**config.mk**
```make
export PLATFORM = sky130hd
export DESIGN_NAME = bru_eval
export DESIGN_NICKNAME = d
export VERILOG_FILES = /design/src/rtl/bru_pkg.sv /design/src/rtl/bru_cond.sv /design/src/rtl/bru_target.sv /design/src/rtl/bru_eval.sv
export SDC_FILE = /design/constraint.sdc
export NUM_CORES = 1
export LEC_CHECK = 0
export BUFFER_PORTS_ARGS = -buffer_cell sky130_fd_sc_hd__buf_2
export CORE_ASPECT_RATIO = 1.4
export CORE_UTILIZATION = 47
export DETAILED_ROUTE_END_ITERATION = 10
export PLACE_DENSITY = 0.79
export SLEW_MARGIN = 20
export SYNTH_ARGS = -nofsm -noshare
export SYNTH_HDL_FRONTEND = slang
export SYNTH_SLANG_ARGS = --single-unit
export TNS_END_PERCENT = 100
```
**constraint.sdc**
```tcl
create_clock -name clk -period 5.21 [get_ports clk]
set_input_delay 0.7815 -clock clk [delete_from_list [all_inputs] [get_ports clk]]
set_output_delay 0.7815 -clock clk [all_outputs]
set_load 0.01 [all_outputs]
```
**src/rtl/bru_pkg.sv**
```systemverilog
package bru_pkg;

    typedef enum logic [1:0] {
        TGT_REL  = 2'd0,
        TGT_LINK = 2'd1,
        TGT_CNT  = 2'd2,
        TGT_RSV  = 2'd3
    } tgt_sel_e;

    // Packed MSB first: bit4 .. bit0
    typedef struct packed {
        logic skip_ctr;
        logic take_on_zero;
        logic skip_bit;
        logic want_bit;
        logic link_upd;
    } bopt_t;

    function automatic logic bit_test_ok(bopt_t o, logic b);
        return o.skip_bit | (b == o.want_bit);
    endfunction

    function automatic logic ctr_active(bopt_t o, tgt_sel_e s);
        return !o.skip_ctr && (s != TGT_CNT);
    endfunction

endpackage

```
**src/rtl/bru_cond.sv**
```systemverilog
module bru_cond
    import bru_pkg::*;
#(
    parameter int W = 32
) (
    input  bopt_t       opt,
    input  tgt_sel_e    sel,
    input  logic        cbit,
    input  logic [W-1:0] ctr,
    output logic        cond_ok,
    output logic        dec_en,
    output logic [W-1:0] ctr_nxt
);
    logic ctr_zero;
    logic ctr_ok;

    always_comb begin
        dec_en   = ctr_active(opt, sel);
        ctr_nxt  = ctr - W'(1);
        ctr_zero = (ctr_nxt == '0);
        ctr_ok   = !dec_en || (ctr_zero == opt.take_on_zero);
        cond_ok  = ctr_ok && bit_test_ok(opt, cbit);
    end
endmodule

```
**src/rtl/bru_target.sv**
```systemverilog
module bru_target
    import bru_pkg::*;
#(
    parameter int W = 32
) (
    input  tgt_sel_e     sel,
    input  logic [W-1:0] rel,
    input  logic [W-1:0] lr,
    input  logic [W-1:0] ctr,
    output logic [W-1:0] tgt
);
    localparam logic [W-1:0] ALIGN_MASK = ~W'(3);

    always_comb begin
        unique case (sel)
            TGT_LINK: tgt = lr & ALIGN_MASK;
            TGT_CNT:  tgt = ctr & ALIGN_MASK;
            default:  tgt = rel;
        endcase
    end
endmodule

```
**src/rtl/bru_eval.sv**
```systemverilog
module bru_eval
    import bru_pkg::*;
#(
    parameter int W = 32
) (
    input  logic         clk,
    input  logic         rst,
    input  logic         vld_i,
    input  logic [4:0]   opt_i,
    input  logic         cbit_i,
    input  logic [W-1:0] ctr_i,
    input  logic [1:0]   sel_i,
    input  logic [W-1:0] seq_i,
    input  logic [W-1:0] rel_i,
    input  logic [W-1:0] lr_i,
    input  logic [W-1:0] ret_i,
    output logic         vld_o,
    output logic         taken_o,
    output logic [W-1:0] next_o,
    output logic         ctr_we_o,
    output logic [W-1:0] ctr_o,
    output logic         lr_we_o,
    output logic [W-1:0] lr_o
);
    bopt_t        opt;
    tgt_sel_e     sel;
    logic         cond_ok;
    logic         dec_en;
    logic [W-1:0] ctr_nxt;
    logic [W-1:0] tgt;

    assign opt = bopt_t'(opt_i);
    assign sel = tgt_sel_e'(sel_i);

    bru_cond #(.W(W)) u_cond (
        .opt    (opt),
        .sel    (sel),
        .cbit   (cbit_i),
        .ctr    (ctr_i),
        .cond_ok(cond_ok),
        .dec_en (dec_en),
        .ctr_nxt(ctr_nxt)
    );

    bru_target #(.W(W)) u_tgt (
        .sel(sel),
        .rel(rel_i),
        .lr (lr_i),
        .ctr(ctr_i),
        .tgt(tgt)
    );

    always_ff @(posedge clk) begin
        if (rst) begin
            vld_o    <= 1'b0;
            taken_o  <= 1'b0;
            next_o   <= '0;
            ctr_we_o <= 1'b0;
            ctr_o    <= '0;
            lr_we_o  <= 1'b0;
            lr_o     <= '0;
        end else begin
            vld_o    <= vld_i;
            taken_o  <= vld_i && cond_ok;
            ctr_we_o <= vld_i && dec_en;
            lr_we_o  <= vld_i && opt.link_upd;
            if (vld_i) begin
                next_o <= cond_ok ? tgt : seq_i;
                ctr_o  <= ctr_nxt;
                lr_o   <= ret_i;
            end
        end
    end
endmodule

```
---- Word-level counts from Yosys, hierarchy flattened ----
Cells that the tools add are included.
word-level totals
  bits in registers ....................... 100
  latch bits .............................. 0
  bits in writable memories ............... 0
  ROM bits ................................ 0
  input bits .............................. 171
  output and inout port bits .............. 100
  word-level logic and storage cells ...... 25
  memories kept ........................... 0
cells by class
  $add $sub $neg .......................... 1
  multiply operators ...................... 0
  div/mod/pow operators ................... 0
  $lt $le $gt $ge ......................... 0
  eq/ne operators ......................... 5
  shifts and indexed selects .............. 0
  mux-type cells .......................... 2
  bitwise gates (word level) .............. 1
  reductions and logical operators ........ 9
operator list
  kind                   count
  $pmux 32 s2            1
  $logic_not 32->1       1
  $mux 32                1
  $sub 32x1->32 const B  1
  $logic_and 1x1->1      5
  $eq 1x1->1             2
  $eq 2x1->1 const B     1
  $eq 2x2->1 const B     1
  $logic_not 1->1        2
  $ne 2x2->1 const B     1
  $logic_or 1x1->1       1
  $or 1x1->1             1

---- Longest topological paths before layout ----
  word-level depth ........................ 6
  mapped depth ............................ 13
  depth with buffers taken out ............ 11

---- Hierarchy ----
A second synthesis with hierarchy kept.
second synthesis, totals
  cell total of the unflattened synthesis .. 627
  area total of the unflattened synthesis .. 5674.2 µm²
modules (own cells, without submodules)
  module      instances  cells an instance  area each (µm²)  sequential area each (µm²)
  bru_eval    1          357                3951.3           2001.9
  bru_cond    1          161                1094.8           0.0
  bru_target  1          109                628.1            0.0

---- Worst setup path before layout ----
Ideal clock, no wire load.
  path kind ............................... input -> register
  from .................................... input port ctr_i[8]
  to ...................................... register next_o[0]
  setup time .............................. 0.122 ns
  arrival ................................. 3.817 ns
  required time ........................... 5.088 ns
  path slack .............................. 1.271 ns
  stages on the path ...................... 12
  path buffers ............................ 3
  cells stage by stage .................... buf_2 -> or4_1 -> or4_4 -> buf_6 -> nor4b_2 -> o21ai_1 -> a2111o_1 -> o31a_1 -> o21ai_4 -> buf_4 -> nand4_1 -> o311a_1
on the way
  cells in the longest elaborated chain, start to end .. 6
RTL lines
  element               line            source
  from (decl)           bru_eval.sv:11  input logic [W-1:0] ctr_i,
  $sub 32x1->32         bru_cond.sv:19  ctr_nxt = ctr - W'(1);
  $logic_not 32->1      bru_cond.sv:20  ctr_zero = (ctr_nxt == '0);
  $eq 1x1->1            bru_cond.sv:21  ctr_ok = !dec_en || (ctr_zero == opt.take_on_zero);
  $logic_or 1x1->1      bru_cond.sv:21
  $logic_and 1x1->1     bru_cond.sv:22  cond_ok = ctr_ok && bit_test_ok(opt, cbit);
  $mux 32               bru_eval.sv:68  next_o <= cond_ok ? tgt : seq_i;
  to (signal assigned)  bru_eval.sv:68
  to (decl)             bru_eval.sv:19  output logic [W-1:0] next_o,
Every way passes these cells.
A chain may end at the register's enable or synchronous reset.

---- Final worst setup path ----
  from .................................... input port ctr_i[0]
  to ...................................... register next_o[0]
on the way
  cells in the longest elaborated chain, start to end .. 6
RTL lines
  element            line            source
  $sub 32x1->32      bru_cond.sv:19
  via ctr_nxt[0]     bru_eval.sv:29  logic [W-1:0] ctr_nxt;
  $logic_not 32->1   bru_cond.sv:20
  $eq 1x1->1         bru_cond.sv:21
  $logic_or 1x1->1   bru_cond.sv:21
  $logic_and 1x1->1  bru_cond.sv:22
  $mux 32            bru_eval.sv:68
The timed path passes the listed nets, and every way through them passes these cells.

==> impl_metrics.csv <==
group,metric,value,unit
sta,period_needed,3.92,ns
synth,synthesis.instances,700,
setup_path,cp_cell_sequence,"buf_2 > inv_1 > ha_1 > or3b_1 > o31a_1 > nor4_1 > nand4_1 > a2111o_1 > nor4_2 > o21ai_4 > buf_12 > and2_1 > o311a_1",
drt,drt-total-wl,19100,µm
clock_network,hold_buffers,0,
sta,worstMarginPinSlew,1.07,ns
placement,io_buffers,268,
power_and_ir_drop,switching_share,0.285,
placement,dpl.cell_count,1054,
sta,rsz0062_at_grt,"false",
die,start_util,0.488,
sta,drv_slew,0,
grt,grt-ovfl-total,0,
power_and_ir_drop,cell_internal_pwr,1.46,mW
setup_path,critPathMaxStageDelay,0.50,ns
sta,setup_viol,0,
setup_path,required,5.44,ns
clock_network,cts-root-buf,"clkbuf_16",
placement,gp_congestion,0.933,
power_and_ir_drop,power_density,281,nW/µm²
drt,drc,0,
clock_network,clkTransAtPathRegs,0.07,ns
layout,final_cell_mix,"buf_2 (266), dfxtp_1 (100), nor2_1 (85)",
clock_network,numCtsBuffers,9,
setup_path,worst_setup_path_start_kind,"input pin",
clock_network,clock_sinks,100,
clock_network,clk_latency,0.34,ns
drt,wire_per_inst,17.8,µm
setup_path,cp_num_buf_inv,3,
layout,final_common_cell,"buf_2",
setup_path,critPathArrivalTime,4.15,ns
grt,track_usage,0.300,
synth,synth-main-ff-cell,"dfxtp_1",
drt,dr.pass1.iters,5,
layout,area_growth,29.7,%
worst_hold_path,hold_path_class,"reg -> reg",
die,ios,271,
setup_path,cp_slowest_cell,"or3b_1",
flow_run,drv_cap,0,
power_and_ir_drop,power_frac_comb,0.210,
grt,grt_max_degree,73,
synth,synthesis.nets,875,
power_and_ir_drop,power.static_leakage,3.23,nW
power_and_ir_drop,p_seq_frac,0.414,
power_and_ir_drop,power_frac_clock,0.376,
die,core-area,11500,µm²
power_and_ir_drop,irDropWorstVdd,0.211,mV
die,die_width,94.1,µm
synth,yosysWarnings,0,
grt,antenna_found_initial,0,
synth,synth.distinct_cells,56,
sta,tns,0,ns
layout,nNetsFinal,1096,
clock_network,ctsResizeCount,0,
die,design.die.area,12300,µm²
setup_path,cp_top_family,"simple AND/OR/NAND/NOR gates",
synth,ys_ff_latch,100,
die,die_h,131,µm
sta,finalHoldViolCount,0,
layout,final_cells,1071,
clock_network,post_cts_buffers,0,
clock_network,clk_path_buf_depth,2,
synth,avgSynthCellArea,7.98,µm²
placement,place_area,6900,µm²
synth,ys_async_sr_fraction,0,
power_and_ir_drop,total_power,2.04,mW
placement,hpwl,14000,µm
grt,grt_pass1_wl,28300,µm
sta,slew_headroom,0.282,
sta,fin_skew,0,ns
drt,drt_iter0_drc,389,
synth,synth_area,5590,µm²
setup_path,path_class,"in -> reg",
layout,stdcell_area,7240,µm²
synth,synth_edf_count,0,
power_and_ir_drop,p_switching,0.580,mW
drt,vias_per_cell,5.78,
layout,utilization,0.632,
sta,max_freq,255,MHz
grt,grt_pass1_vias,5414,
status,status,"completed",
sta,finalCritPeriodShare,0.753,
drt,detail-route-antenna-nets,0,
layout,drive_gt1_frac,0.335,
clock_network,cts_tree,"done",
die,num_rows,46,
synth,seq_area_frac_synth,0.358,
clock_network,h-tree-depth,3,
drt,num_vias,6188,
setup_path,cp_max_fo,64,
setup_path,cp-end-kind,"register",
==> cells by family (layout without fill, tap and decap cells) <==
| kind of cell | Yosys count | count (layout) | synth area share |
|---|---|---|---|
| multiplexers | 33 | 33 | 0.0594 |
| AO/OA/AOI/OAI | 176 | 176 | 0.227 |
| AND/OR/NAND/NOR | 294 | 294 | 0.259 |
| adder cells (fa/ha/maj) | 4 | 4 | 0.00896 |
| flip-flops | 100 | 100 | 0.358 |
| other | 0 | 1 | 0 |
| XOR/XNOR | 19 | 19 | 0.0298 |
| buffers and inverters | 74 | 300 | 0.0576 |
==> worst reg2reg max path: cells and delay by family, from the launching register on <==
kind / cells / cell delay [ns]
AO/OA/AOI/OAI: 1 / 0.27
flip-flops: 1 / 0.37
AND/OR/NAND/NOR: 1 / 0.05
==> metal layers <==
| metal | vias up | part of all wire | GRT usage |
|---|---|---|---|
| li1 | 2996 | - | - |
| met1 | 2811 | 0.38 | 0.369 |
| met2 | 329 | 0.50 | 0.501 |
| met3 | 52 | 0.083 | 0.0584 |
| met4 | 0 | 0.040 | 0.145 |
| met5 | - | 0 | 0 |
==> cell usage after synthesis (12+ instances only) <==
library cell | n | area [µm²]
a211oi_1 | 17 | 128
a22oi_1 | 32 | 240
a2bb2oi_1 | 30 | 263
a31oi_1 | 31 | 194
clkbuf_1 | 51 | 191
dfxtp_1 | 100 | 2000
mux2i_1 | 32 | 320
nand2_1 | 70 | 263
nand3_1 | 34 | 170
nor2_1 | 85 | 319
nor3_1 | 20 | 100
nor4_1 | 12 | 75.1
o21ai_0 | 36 | 180
or2_1 | 27 | 169
xnor2_1 | 13 | 114
==> area by class of cell <==
type	instances	area [µm²]
Inverter	7	26.3
Multi-Input combinational cell	526	3260
Clock inverter	5	88.8
Fill cell	1072	4210
Timing Repair Buffer	277	1430
Tap cell	144	180
Clock buffer	11	253
Antenna cell	1	2.50
Sequential cell	100	2000
==> final timing paths <==
| path | startpoint | end | slack [ns] | cells after the start |
|---|---|---|---|---|
| worst max-delay path | ctr_i[0] | next_o[0]$_SDFFE_PP0P_ | 1.29 | 13 |
| worst min register to register | ctr_o[5]$_SDFFE_PP0P_ | ctr_o[5]$_SDFFE_PP0P_ | 0.48 | 2 |
| worst max register to register | ctr_o[15]$_SDFFE_PP0P_ | ctr_o[15]$_SDFFE_PP0P_ | 4.43 | 2 |
| worst min-delay path | ctr_o[5]$_SDFFE_PP0P_ | ctr_o[5]$_SDFFE_PP0P_ | 0.48 | 2 |
==> state kept, by name, indices dropped and copies added (netlist names) <==
name and count:
ctr_o 32, ctr_we_o 1, lr_o 32, lr_we_o 1, next_o 32, taken_o 1, vld_o 1
==> through the flow <==
step | hold WS [ns] | setup slack (ns)
floorplan | 0.498 | 1.27
global placement | 0.465 | 0.970
detailed placement | 0.474 | 0.952
CTS | 0.480 | 1.32
global route | 0.505 | 1.11
finish | 0.481 | 1.29
==> power by group through the flow <==
stage	registers, mW	logic [mW]	clock network [mW]
final	0.843	0.427	0.765
after global placement	0.859	0.417	0
after CTS	0.843	0.425	0.780
after floorplan	0.886	0.216	0
after detailed placement	0.860	0.424	0
after global routing	0.849	0.466	0.808
Power figures use the tool's default switching activity.
